## config.mk

```make
export PLATFORM = sky130hd
export DESIGN_NAME = egress_port_steer
export DESIGN_NICKNAME = d
export VERILOG_FILES = /design/src/rtl/steer_pkg.sv /design/src/rtl/port_addr_latch.sv /design/src/rtl/flag_select.sv /design/src/rtl/stall_watchdog.sv /design/src/rtl/egress_port_steer.sv
export SDC_FILE = /design/constraint.sdc
export NUM_CORES = 1
export LEC_CHECK = 0
export BUFFER_PORTS_ARGS = -buffer_cell sky130_fd_sc_hd__buf_2
export CORE_MARGIN = 2
export CORE_UTILIZATION = 35
export DETAILED_ROUTE_END_ITERATION = 8
export SLEW_MARGIN = 25
export SYNTH_ARGS = -nofsm -noshare
export SYNTH_HDL_FRONTEND = slang
export SYNTH_SLANG_ARGS = --single-unit
```

## constraint.sdc

```tcl
create_clock -name clk -period 2.04 [get_ports clk]
set_input_delay 0 -clock clk [delete_from_list [all_inputs] [get_ports clk]]
set_output_delay 0 -clock clk [all_outputs]
set_load 0.01 [all_outputs]
```

## src/rtl/steer_pkg.sv

```systemverilog
package steer_pkg;

    // Selected FIFO status pair returned to the router controller
    typedef struct packed {
        logic full;
        logic empty;
    } fifo_flags_t;

    // Reported for an unmapped port code: stall the controller, never look ready
    localparam fifo_flags_t FLAGS_BLOCKED = '{full: 1'b1, empty: 1'b0};

    function automatic logic code_in_range(input int unsigned code,
                                           input int unsigned nports);
        return code < nports;
    endfunction

endpackage

```

## src/rtl/port_addr_latch.sv

```systemverilog
module port_addr_latch #(
    parameter int ADDR_W = 3
) (
    input  logic              clk,
    input  logic              rst,
    input  logic              capture,
    input  logic [ADDR_W-1:0] field_in,
    output logic [ADDR_W-1:0] code_q
);
    localparam logic [ADDR_W-1:0] IDLE_CODE = '1;

    always_ff @(posedge clk) begin
        if (rst)          code_q <= IDLE_CODE;
        else if (capture) code_q <= field_in;
    end

    // code is held between header captures
    assert_code_hold_R2: assert property (@(posedge clk) disable iff (rst)
        !capture |=> $stable(code_q));

    // a capture loads the header field
    assert_code_load_R2: assert property (@(posedge clk) disable iff (rst)
        capture |=> code_q == $past(field_in));

endmodule

```

## src/rtl/flag_select.sv

```systemverilog
module flag_select
    import steer_pkg::*;
#(
    parameter int NUM_PORTS = 5,
    parameter int ADDR_W    = 3
) (
    input  logic [ADDR_W-1:0]    code,
    input  logic [NUM_PORTS-1:0] full_vec,
    input  logic [NUM_PORTS-1:0] empty_vec,
    input  logic                 strobe,
    output fifo_flags_t          sel_flags,
    output logic [NUM_PORTS-1:0] wr_vec
);
    logic code_ok;

    always_comb begin
        code_ok   = code_in_range(int'(code), NUM_PORTS);
        sel_flags = FLAGS_BLOCKED;
        for (int p = 0; p < NUM_PORTS; p++) begin
            if (code_ok && code == ADDR_W'(p)) begin
                sel_flags.full  = full_vec[p];
                sel_flags.empty = empty_vec[p];
            end
        end
    end

    for (genvar g = 0; g < NUM_PORTS; g++) begin : g_wr_decode
        assign wr_vec[g] = strobe && (code == ADDR_W'(g));
    end

endmodule

```

## src/rtl/stall_watchdog.sv

```systemverilog
module stall_watchdog #(
    parameter int STALL_LIMIT = 30
) (
    input  logic clk,
    input  logic rst,
    input  logic valid,
    input  logic rd,
    output logic flush
);
    localparam int CNT_W = $clog2(STALL_LIMIT + 1);
    localparam logic [CNT_W-1:0] LAST = CNT_W'(STALL_LIMIT - 1);

    logic [CNT_W-1:0] cnt;
    logic             waiting;

    assign waiting = valid && !rd;

    always_ff @(posedge clk) begin
        if (rst) begin
            cnt   <= '0;
            flush <= 1'b0;
        end else if (!waiting) begin
            cnt   <= '0;
            flush <= 1'b0;
        end else if (cnt == LAST) begin
            cnt   <= '0;
            flush <= 1'b1;
        end else begin
            cnt   <= cnt + 1'b1;
            flush <= 1'b0;
        end
    end

    // flush is a single-cycle pulse
    assert_flush_pulse_R7: assert property (@(posedge clk) disable iff (rst)
        flush |=> !flush);

    // a read request cancels any pending flush
    assert_read_cancels_R8: assert property (@(posedge clk) disable iff (rst)
        rd |=> !flush);

    // an idle (empty) port never flushes on the next cycle
    assert_idle_cancels_R9: assert property (@(posedge clk) disable iff (rst)
        !valid |=> !flush);

endmodule

```

## src/rtl/egress_port_steer.sv

```systemverilog
module egress_port_steer
    import steer_pkg::*;
#(
    parameter int NUM_PORTS   = 5,
    parameter int ADDR_W      = 3,
    parameter int STALL_LIMIT = 30
) (
    input  logic                 clk,
    input  logic                 rst,
    input  logic                 hdr_capture,
    input  logic [ADDR_W-1:0]    hdr_field,
    input  logic                 wr_strobe,
    input  logic [NUM_PORTS-1:0] fifo_full,
    input  logic [NUM_PORTS-1:0] fifo_empty,
    input  logic [NUM_PORTS-1:0] rd_req,
    output logic                 sel_full,
    output logic                 sel_empty,
    output logic [NUM_PORTS-1:0] wr_en,
    output logic [NUM_PORTS-1:0] port_valid,
    output logic [NUM_PORTS-1:0] flush
);
    logic [ADDR_W-1:0] code_q;
    fifo_flags_t       sel_flags;

    port_addr_latch #(.ADDR_W(ADDR_W)) u_latch (
        .clk      (clk),
        .rst      (rst),
        .capture  (hdr_capture),
        .field_in (hdr_field),
        .code_q   (code_q)
    );

    flag_select #(.NUM_PORTS(NUM_PORTS), .ADDR_W(ADDR_W)) u_select (
        .code      (code_q),
        .full_vec  (fifo_full),
        .empty_vec (fifo_empty),
        .strobe    (wr_strobe),
        .sel_flags (sel_flags),
        .wr_vec    (wr_en)
    );

    assign sel_full   = sel_flags.full;
    assign sel_empty  = sel_flags.empty;
    assign port_valid = ~fifo_empty;

    for (genvar g = 0; g < NUM_PORTS; g++) begin : g_port
        stall_watchdog #(.STALL_LIMIT(STALL_LIMIT)) u_wdog (
            .clk   (clk),
            .rst   (rst),
            .valid (port_valid[g]),
            .rd    (rd_req[g]),
            .flush (flush[g])
        );
    end

    // at most one FIFO is written per cycle
    assert_wr_onehot_R5: assert property (@(posedge clk) disable iff (rst)
        $onehot0(wr_en));

    // no write enable without the controller strobe
    assert_wr_needs_strobe_R5: assert property (@(posedge clk) disable iff (rst)
        !wr_strobe |-> wr_en == '0);

    // a write can only happen when the selected FIFO reports not full or a valid port exists
    assert_blocked_no_write_R4: assert property (@(posedge clk) disable iff (rst)
        (sel_full && !sel_empty && fifo_full == '0) |-> wr_en == '0);

endmodule

```

== Yosys cells after proc, flatten, opt, wreduce, memory -nomap -nowiden ==
Index checks and enable logic that the tools add are counted.

* Bits in latches: 0
* Output and inout port bits: 17
* Memories kept: 0
* Memory bits (read-only): 0
* RAM bits: 0
* Word-level logic and storage cells: 73
* Bits of input ports: 22
* Register bits: 33

* Mux-type cells: 10
* Reduce and logical (&&, ||, !) cells: 31
* Multiply operators: 0
* Bitwise operators: 6
* $add $sub $neg: 5
* Div/mod/pow operators: 0
* Equality and inequality tests: 9
* Shift-type cells: 0
* Order comparisons: 1

{| class="wikitable"
|+ Operators by type and width
! operator !! number
|-
| $add 5x1->5 const B || 5
|-
| $eq 5x5->1 const B || 5
|-
| $logic_and 1x1->1 || 15
|-
| $reduce_or 3->1 || 5
|-
| $mux 2 || 5
|-
| $reduce_or 2->1 || 5
|-
| $eq 3x2->1 const B || 2
|-
| $logic_not 1->1 || 5
|-
| $mux 1 || 5
|-
| $not 1->1 || 5
|-
| $not 5->5 || 1
|-
| $eq 3x1->1 const B || 1
|-
| $eq 3x3->1 const B || 1
|-
| $logic_not 3->1 || 1
|-
| $lt 3x3->1 const B || 1
|}

== Depth between registers and ports, before layout ==
Gate-level depths: netlist of run 1.

* Depth after elaboration: 7
* Gate-level depth with buffers: 5
* Mapped depth without buffers: 5

== By module ==
From an unflattened synthesis of run 1, not the netlist that was laid out.

* Cell total of the unflattened synthesis: 155
* Area, all modules: 1428.9 um^2

{| class="wikitable"
|+ Modules (own cells, without submodules)
! module !! cells each !! area each (um^2) !! seq. area each (um^2) !! times used
|-
| stall_watchdog || 24 || 231.5 || 120.1 || 5
|-
| flag_select || 21 || 147.6 || 0.0 || 1
|-
| port_addr_latch || 9 || 105.1 || 60.1 || 1
|-
| egress_port_steer || 5 || 18.8 || 0.0 || 1
|}

== Worst setup path before layout of run 1 ==
Ideal clock, no wire load.

* Kind: register to output
* Start: reg u_latch.code_q[0]
* End: out sel_full
* Cell stages (with the launch flop): 4
* Data arrival time: 999 ps
* Data required time: 2040 ps
* Slack: 1041 ps
* Path buffers: 1
* Path through: dfxtp_1 clkbuf_1 a2111oi_0 a311oi_1

* Longest elaborated chain between the ends: 7
* Elaborated cells on any way between the ends: 16
* Those cells by class: order compare: 1; eq/ne: 4; mux: 5; reduce/logical: 6

{| class="wikitable"
|+ RTL lines
! item !! line !! source
|-
| start: declaration || port_addr_latch.sv:8 || <nowiki>output logic [ADDR_W-1:0] code_q</nowiki>
|-
| start signal: assignment || port_addr_latch.sv:14 || <nowiki>else if (capture) code_q <= field_in;</nowiki>
|-
| $lt 3x3->1 / $logic_not 3->1 (equally long branches) || steer_pkg.sv:14, flag_select.sv:20 ||
|-
| $logic_and 1x1->1 || flag_select.sv:20 || <nowiki>if (code_ok && code == ADDR_W'(p)) begin</nowiki>
|-
| $mux 2 (4 in series) || flag_select.sv:20 ||
|-
| $mux 2 * || flag_select.sv:20 ||
|-
| end: declaration || egress_port_steer.sv:16 || <nowiki>output logic sel_full,</nowiki>
|}

Every way passes the cells marked *; elsewhere a longest branch is shown, timed or not.

== Worst setup path after layout of run 1 ==
* Start: reg u_latch.code_q[1]
* End: out sel_full

The elaborated chain is that of the path after synthesis.

==> metrics.log, run 1 <==
INFO  metric run_status = finished, final reports clean
INFO  metric yosys-mux-area-fraction = 3.49%
INFO  metric layout.area.seq = 661 sq um
INFO  metric clock_sink_count = 33
INFO  metric max_clock_freq = 643 MHz
INFO  metric design_power_total = 1.21 mW
INFO  metric synth_simple_gate_area_share = 23.3%
INFO  metric yosysUniqueCellTypes = 25
INFO  metric setup_total_negative_slack = 0 ps
INFO  metric r2r-start = g_port[4].u_wdog.cnt[1]
INFO  metric min_from = hdr_capture
INFO  metric yosys.area_share.xor_xnor = 8.93%
INFO  metric cts_max_level = 2
INFO  metric critical_path_class = reg -> out
INFO  metric first_global_vias = 950
INFO  metric synth_top_family_by_area = simple AND/OR/NAND/NOR gates
INFO  metric grt_pass1_wl = 4.00 mm
INFO  metric detailroute.via_count = 1105
INFO  metric critPathMaxStageDelay = 540 ps
INFO  metric critPathCaptureType = output port
INFO  metric finalClockSkew = 7.31 ps
INFO  metric design.core.area = 4030 sq um
INFO  metric worst_skew_pair.late_latency = 280 ps
INFO  metric worst_setup_path_start_kind = flip-flop
INFO  metric grt_start_max_net_pins = 12
INFO  metric synth_commonest_cells = 33 x sky130_fd_sc_hd__dfxtp_1, 26 x sky130_fd_sc_hd__nor2_1, 13 x sky130_fd_sc_hd__nand3_1, 12 x sky130_fd_sc_hd__inv_1
INFO  metric drv_cap = 0
INFO  metric cell_chain_of_the_critical_path = nor2b_1, a2111oi_0, a311oi_1, buf_2
INFO  metric cts_tree = done
INFO  metric wl_per_cell = 10.2 microns
INFO  metric post-dp-hpwl = 1.92 mm
INFO  metric leakagePower = 0.794 nW
INFO  metric pre_cts_slack = 756 ps
INFO  metric insertedDiodeCount = 0
INFO  metric dieWidth = 68.8 microns
INFO  metric post_dp_cell_area = 1630 sq um
INFO  metric postCtsHoldBufs = 6
INFO  metric sequential_element_share_of_the_synthesized_area = 44.9%
INFO  metric detailedRoute.firstPassIterationCount = 4
INFO  metric cts_setup_buffers = 0
INFO  metric number_of_warnings_reported_in_the_yosys_synthesis_log = 0
INFO  metric synth_ff_type = sky130_fd_sc_hd__dfxtp_1
INFO  metric synth_nets = 192
INFO  metric drive_above_1_share = 23.5%
INFO  metric rsz0062_at_grt = no
INFO  metric number_of_flip_flops_and_latches_in_the_synthesized_netlist = 33
INFO  metric synth_cells = 160
INFO  metric finalCoreUtilization = 44.1%
INFO  metric cts.repair.resized = 0
INFO  metric synth-edff-count = 0
INFO  metric timing.max_slew.rel_slack = 73.7%
INFO  metric io_pins = 39
INFO  metric cp.buffers_inverters = 1
INFO  metric synth-adder-area-share = 8.50%
INFO  metric synth_top_area_share = 44.9%
INFO  metric nets = 231
INFO  metric power_density = 682 nW/um^2
INFO  metric slew_violations = 0
INFO  metric clockBufferDepth = 2
INFO  metric post_synth_instance_area = 1470 sq um
INFO  metric vias_per_cell = 4.42
INFO  metric worstMarginPinSlew = 384 ps
INFO  metric post-route-cell-area = 1780 sq um
INFO  metric dieHeight = 68.8 microns
INFO  metric timing.final.crit_period = 1550 ps
INFO  metric numCtsBuffers = 5
INFO  metric routability_congestion = 0.718
INFO  metric start_util = 36.5%
INFO  metric std_cell_rows = 23
INFO  metric post_layout_nonfiller_instances = 250
INFO  metric maximum_net_fanout_on_the_critical_path = 11
INFO  metric post-synth-top-count-cell = sky130_fd_sc_hd__dfxtp_1
INFO  metric post_synth_main_area_contributors = sky130_fd_sc_hd__dfxtp_1 45%, sky130_fd_sc_hd__ha_1 8.5%, sky130_fd_sc_hd__nor2_1 6.6%, sky130_fd_sc_hd__xor2_1 6.0%, sky130_fd_sc_hd__buf_4 5.1%
INFO  metric timing_startpoint_of_the_critical_path = u_latch.code_q[1]
INFO  metric post-route-worst-setup-slack = 485 ps
INFO  metric synth_compound_gate_area_share = 1.70%
INFO  metric postRouteWirelength = 2.55 mm
INFO  metric cpMaxStageDelayCell = sky130_fd_sc_hd__dfxtp_1
INFO  metric synthesis.area_per_instance = 9.20 sq um
INFO  metric timing.critical_path.max_delay_family = flip-flops
INFO  metric hold_path.class = in -> reg
INFO  metric async_flop_share = 0%
INFO  metric post-synth-top-area-cell = sky130_fd_sc_hd__dfxtp_1
INFO  metric number_of_antenna_violations_at_the_first_check_in_global_routing = 0
INFO  metric n_fill_cell = 408
INFO  metric areaGrowthSynthToFinish = 20.7%
INFO  metric fin_worst_hold_slack = 12.0 ps
INFO  metric design.die.area = 4740 sq um
INFO  metric cts.reportedPaths.clkPinSlew = 60 ps
INFO  metric critPathRequiredTime = 2040 ps
INFO  metric timing.critical_path.arrival = 1550 ps
INFO  metric dr.first_iter.drc_count = 24
INFO  metric buffer_ports.inserted = 38
INFO  metric drcViolationCount = 0
INFO  metric detail-route-antenna-nets = 0
INFO  metric setup_viol = 0
INFO  metric multiInputGateArea = 676 sq um
INFO  metric worst_ir_drop_vdd = 403 uV
INFO  metric final_min_period_over_clock_period = 76.2%
INFO  metric grt.overflow.total = 0
INFO  metric global_route.usage.total = 11.8%
INFO  metric clk_root_buffer_cell = sky130_fd_sc_hd__clkbuf_8
INFO  metric finalHoldViolCount = 0
INFO  metric dp.cells = 236
==> final timing paths <==
kind / endpoint / slack, ps / cells past startpoint
worst max register to register: g_port[4].u_wdog.cnt[3] / 1020 / 5
worst max-delay path: sel_full / 490 / 4
worst min-delay path: u_latch.code_q[2] / 10 / 2
worst min register to register: g_port[0].u_wdog.cnt[0] / 470 / 1
==> power by group <==
| part | internal (mW) | total [mW] | switching (mW) |
|---|---|---|---|
| clock network | 0.236 | 0.456 | 0.220 |
| logic | 0.0467 | 0.0890 | 0.0423 |
| registers | 0.653 | 0.666 | 0.0130 |
==> per-layer routing <==
| metal | part of all wire, % | wire [microns] | up-vias | track usage, % |
|---|---|---|---|---|
| met4 | 0.98 | 25 | 0 | 5.88 |
| met5 | 0 | 0 | - | 0 |
| li1 | - | - | 592 | - |
| met2 | 45 | 1140 | 29 | 19.5 |
| met1 | 48 | 1220 | 482 | 13.2 |
| met3 | 6.5 | 166 | 2 | 4.55 |
==> layout make-up <==
class	instances	share of cell area, %
Timing Repair Buffer	44	14.1
Clock inverter	2	0.563
Sequential cell	33	37.2
Clock buffer	6	4.08
Tap cell	50	3.52
Inverter	12	2.54
Multi-Input combinational cell	103	38.0
==> logic make-up (layout without fill, tap and decap cells) <==
family	after synthesis	count (layout)
XOR/XNOR	15	15
multiplexers	5	5
flip-flops	33	33
AND/OR/NAND/NOR	70	70
AO/OA/AOI/OAI	3	3
buffers and inverters	24	64
adder cells (fa/ha/maj)	10	10
==> flip-flops by register name, indices dropped and copies added (netlist names) <==
name	count
g_port.u_wdog.cnt	25
g_port.u_wdog.flush	5
u_latch.code_q	3
==> layout by cell type (no fill, tap or decap), types with 2 or more instances in the layout <==
| cell | count |
|---|---|
| sky130_fd_sc_hd__inv_1 | 12 |
| sky130_fd_sc_hd__and3_1 | 2 |
| sky130_fd_sc_hd__buf_2 | 38 |
| sky130_fd_sc_hd__nand4_1 | 5 |
| sky130_fd_sc_hd__mux2i_1 | 4 |
| sky130_fd_sc_hd__nand2_1 | 8 |
| sky130_fd_sc_hd__nor2_1 | 26 |
| sky130_fd_sc_hd__dlygate4sd3_1 | 6 |
| sky130_fd_sc_hd__nor2b_1 | 6 |
| sky130_fd_sc_hd__dfxtp_1 | 33 |
| sky130_fd_sc_hd__nor3_1 | 5 |
| sky130_fd_sc_hd__clkbuf_8 | 5 |
| sky130_fd_sc_hd__ha_1 | 10 |
| sky130_fd_sc_hd__nand3_1 | 13 |
| sky130_fd_sc_hd__clkinv_2 | 2 |
| sky130_fd_sc_hd__xnor2_1 | 5 |
| sky130_fd_sc_hd__xor2_1 | 10 |
(Power assumes the default switching activity.)
==> inputs of run 2 (changes only) <==
==> constraint.sdc (replaced) <==
create_clock -name clk -period 1.4 [get_ports clk]
set_input_delay 0 -clock clk [delete_from_list [all_inputs] [get_ports clk]]
set_output_delay 0 -clock clk [all_outputs]
set_load 0.01 [all_outputs]
==> run 2 against run 1 <==
Against the previous run: non-clock buffer count is 2 lower; routed wire length grew 1.1%; total power grew 47%; critical path depth is the same; die area unchanged; critical endpoint unchanged; largest power group unchanged.
==> metrics.log, run 2 (synthesis results as in run 1) <==
INFO  metric run_status = finished, final reports clean
INFO  metric leakagePower = 0.785 nW
INFO  metric global_route.usage.total = 11.2%
INFO  metric routability_congestion = 0.737
INFO  metric slew_violations = 0
INFO  metric drive_above_1_share = 25.4%
INFO  metric buffer_ports.inserted = 38
INFO  metric post_layout_nonfiller_instances = 247
INFO  metric layout.area.seq = 666 sq um
INFO  metric worstMarginPinSlew = 312 ps
INFO  metric hold_path.class = in -> reg
INFO  metric multiInputGateArea = 682 sq um
INFO  metric number_of_antenna_violations_at_the_first_check_in_global_routing = 0
INFO  metric postRouteWirelength = 2.58 mm
INFO  metric finalCoreUtilization = 43.9%
INFO  metric dieHeight = 68.8 microns
INFO  metric worst_skew_pair.late_latency = 270 ps
INFO  metric timing.max_slew.rel_slack = 79.2%
INFO  metric r2r-start = g_port[4].u_wdog.cnt[0]
INFO  metric io_pins = 39
INFO  metric design.core.area = 4030 sq um
INFO  metric nets = 229
INFO  metric wl_per_cell = 10.4 microns
INFO  metric vias_per_cell = 4.42
INFO  metric setup_viol = 0
INFO  metric timing.critical_path.arrival = 1340 ps
INFO  metric critPathRequiredTime = 1400 ps
INFO  metric design.die.area = 4740 sq um
INFO  metric critPathMaxStageDelay = 390 ps
INFO  metric grt.overflow.total = 0
INFO  metric final_min_period_over_clock_period = 95.5%
INFO  metric detailedRoute.firstPassIterationCount = 4
INFO  metric grt_pass1_wl = 3.89 mm
INFO  metric detail-route-antenna-nets = 0
INFO  metric cts_max_level = 2
INFO  metric max_clock_freq = 748 MHz
INFO  metric pre_cts_slack = 118 ps
INFO  metric drv_cap = 0
INFO  metric post-dp-hpwl = 1.95 mm
INFO  metric std_cell_rows = 23
INFO  metric grt_start_max_net_pins = 12
INFO  metric clock_sink_count = 33
INFO  metric cts_tree = done
INFO  metric finalClockSkew = 5.86 ps
INFO  metric dr.first_iter.drc_count = 12
INFO  metric dieWidth = 68.8 microns
INFO  metric cts.reportedPaths.clkPinSlew = 60 ps
INFO  metric maximum_net_fanout_on_the_critical_path = 7
INFO  metric clk_root_buffer_cell = sky130_fd_sc_hd__clkbuf_8
INFO  metric min_from = rd_req[4]
INFO  metric worst_setup_path_start_kind = flip-flop
INFO  metric power_density = 1010 nW/um^2
INFO  metric areaGrowthSynthToFinish = 20.1%
INFO  metric largest_register_ff_count = 25
INFO  metric registers.top_by_ff_count = g_port.u_wdog.cnt
INFO  metric detailroute.via_count = 1092
INFO  metric dp.cells = 236
INFO  metric start_util = 36.5%
INFO  metric post-route-worst-setup-slack = 62.4 ps
INFO  metric layout_common_cells = 38 x sky130_fd_sc_hd__buf_2, 31 x sky130_fd_sc_hd__dfxtp_1, 26 x sky130_fd_sc_hd__nor2_1, 13 x sky130_fd_sc_hd__nand3_1, 12 x sky130_fd_sc_hd__inv_1
INFO  metric fin_worst_hold_slack = 8.27 ps
INFO  metric layout_commonest_cell = sky130_fd_sc_hd__buf_2
INFO  metric finalHoldViolCount = 0
INFO  metric numCtsBuffers = 5
INFO  metric critical_path_class = reg -> out
INFO  metric cpMaxStageDelayCell = sky130_fd_sc_hd__dfxtp_4
INFO  metric n_fill_cell = 411
INFO  metric critPathCaptureType = output port
INFO  metric insertedDiodeCount = 0
INFO  metric worst_ir_drop_vdd = 501 uV
INFO  metric cell_chain_of_the_critical_path = nor2b_1, a2111oi_2, a311oi_1, buf_2
INFO  metric first_global_vias = 931
INFO  metric layout_top_registers = g_port.u_wdog.cnt (25), g_port.u_wdog.flush (5), u_latch.code_q (3)
INFO  metric drcViolationCount = 0
INFO  metric timing_startpoint_of_the_critical_path = u_latch.code_q[1]
INFO  metric clockBufferDepth = 2
INFO  metric timing.final.crit_period = 1340 ps
## run 2: per-layer routing
layer	track usage [%]	wire, microns	part of all wire, %	vias to the layer above
met3	4.06	165	6.4	5
li1	-	-	-	587
met5	0	0	0	-
met2	18.6	1100	43	30
met1	12.9	1280	50	470
met4	5.15	34	1.3	0
## run 2: critical path: cells and delay by family, from the launching register on
family	cells	cell delay (ps)
AO/OA/AOI/OAI	2	450
buffers and inverters	1	160
flip-flops	1	390
AND/OR/NAND/NOR	1	70
## run 2: per-stage QoR
stage / power, mW / setup TNS (ps) / instance area [sq um]
2_1_floorplan: 1.06 / 0 / 1470
3_3_place_gp: 1.11 / 0 / 1630
3_5_place_dp: 1.11 / 0 / 1630
4_1_cts: 1.81 / 0 / 1760
5_1_grt: 1.87 / -19.9 / 1770
6_report: 1.78 / 0 / 1770
## run 2: worst paths after layout
check / to / slack (ps) / depth (start not counted)
setup reg to reg: g_port[4].u_wdog.cnt[3] / 400 / 4
hold reg to reg: g_port[1].u_wdog.cnt[0] / 460 / 1
hold / removal: g_port[4].u_wdog.flush / 8 / 3
setup / recovery: sel_full / 60 / 4
## run 2: cell type report
class	instances	area share, %
inverter	12	2.55
timing repair buffer	42	12.7
tap	50	3.54
clock buffer	7	4.89
sequential	33	37.7
multi-input combinational	103	38.6
## run 2: report_power, final
part           internal (mW)  total, mW  switching (mW)  leakage (nW)
registers              0.952      0.971          0.0190         0.267
clock network          0.389      0.683           0.294        0.0443
logic                 0.0640      0.127          0.0633         0.473
## run 2: repair_timing
| action | in CTS | in global routing |
|---|---|---|
| gates resized for setup | 3 | 2 |
| endpoints found under the hold margin | 3 | 0 |
| setup buffers | 0 | 1 |
| endpoints found under the setup margin | 2 | 1 |
| hold buffers | 3 | 0 |
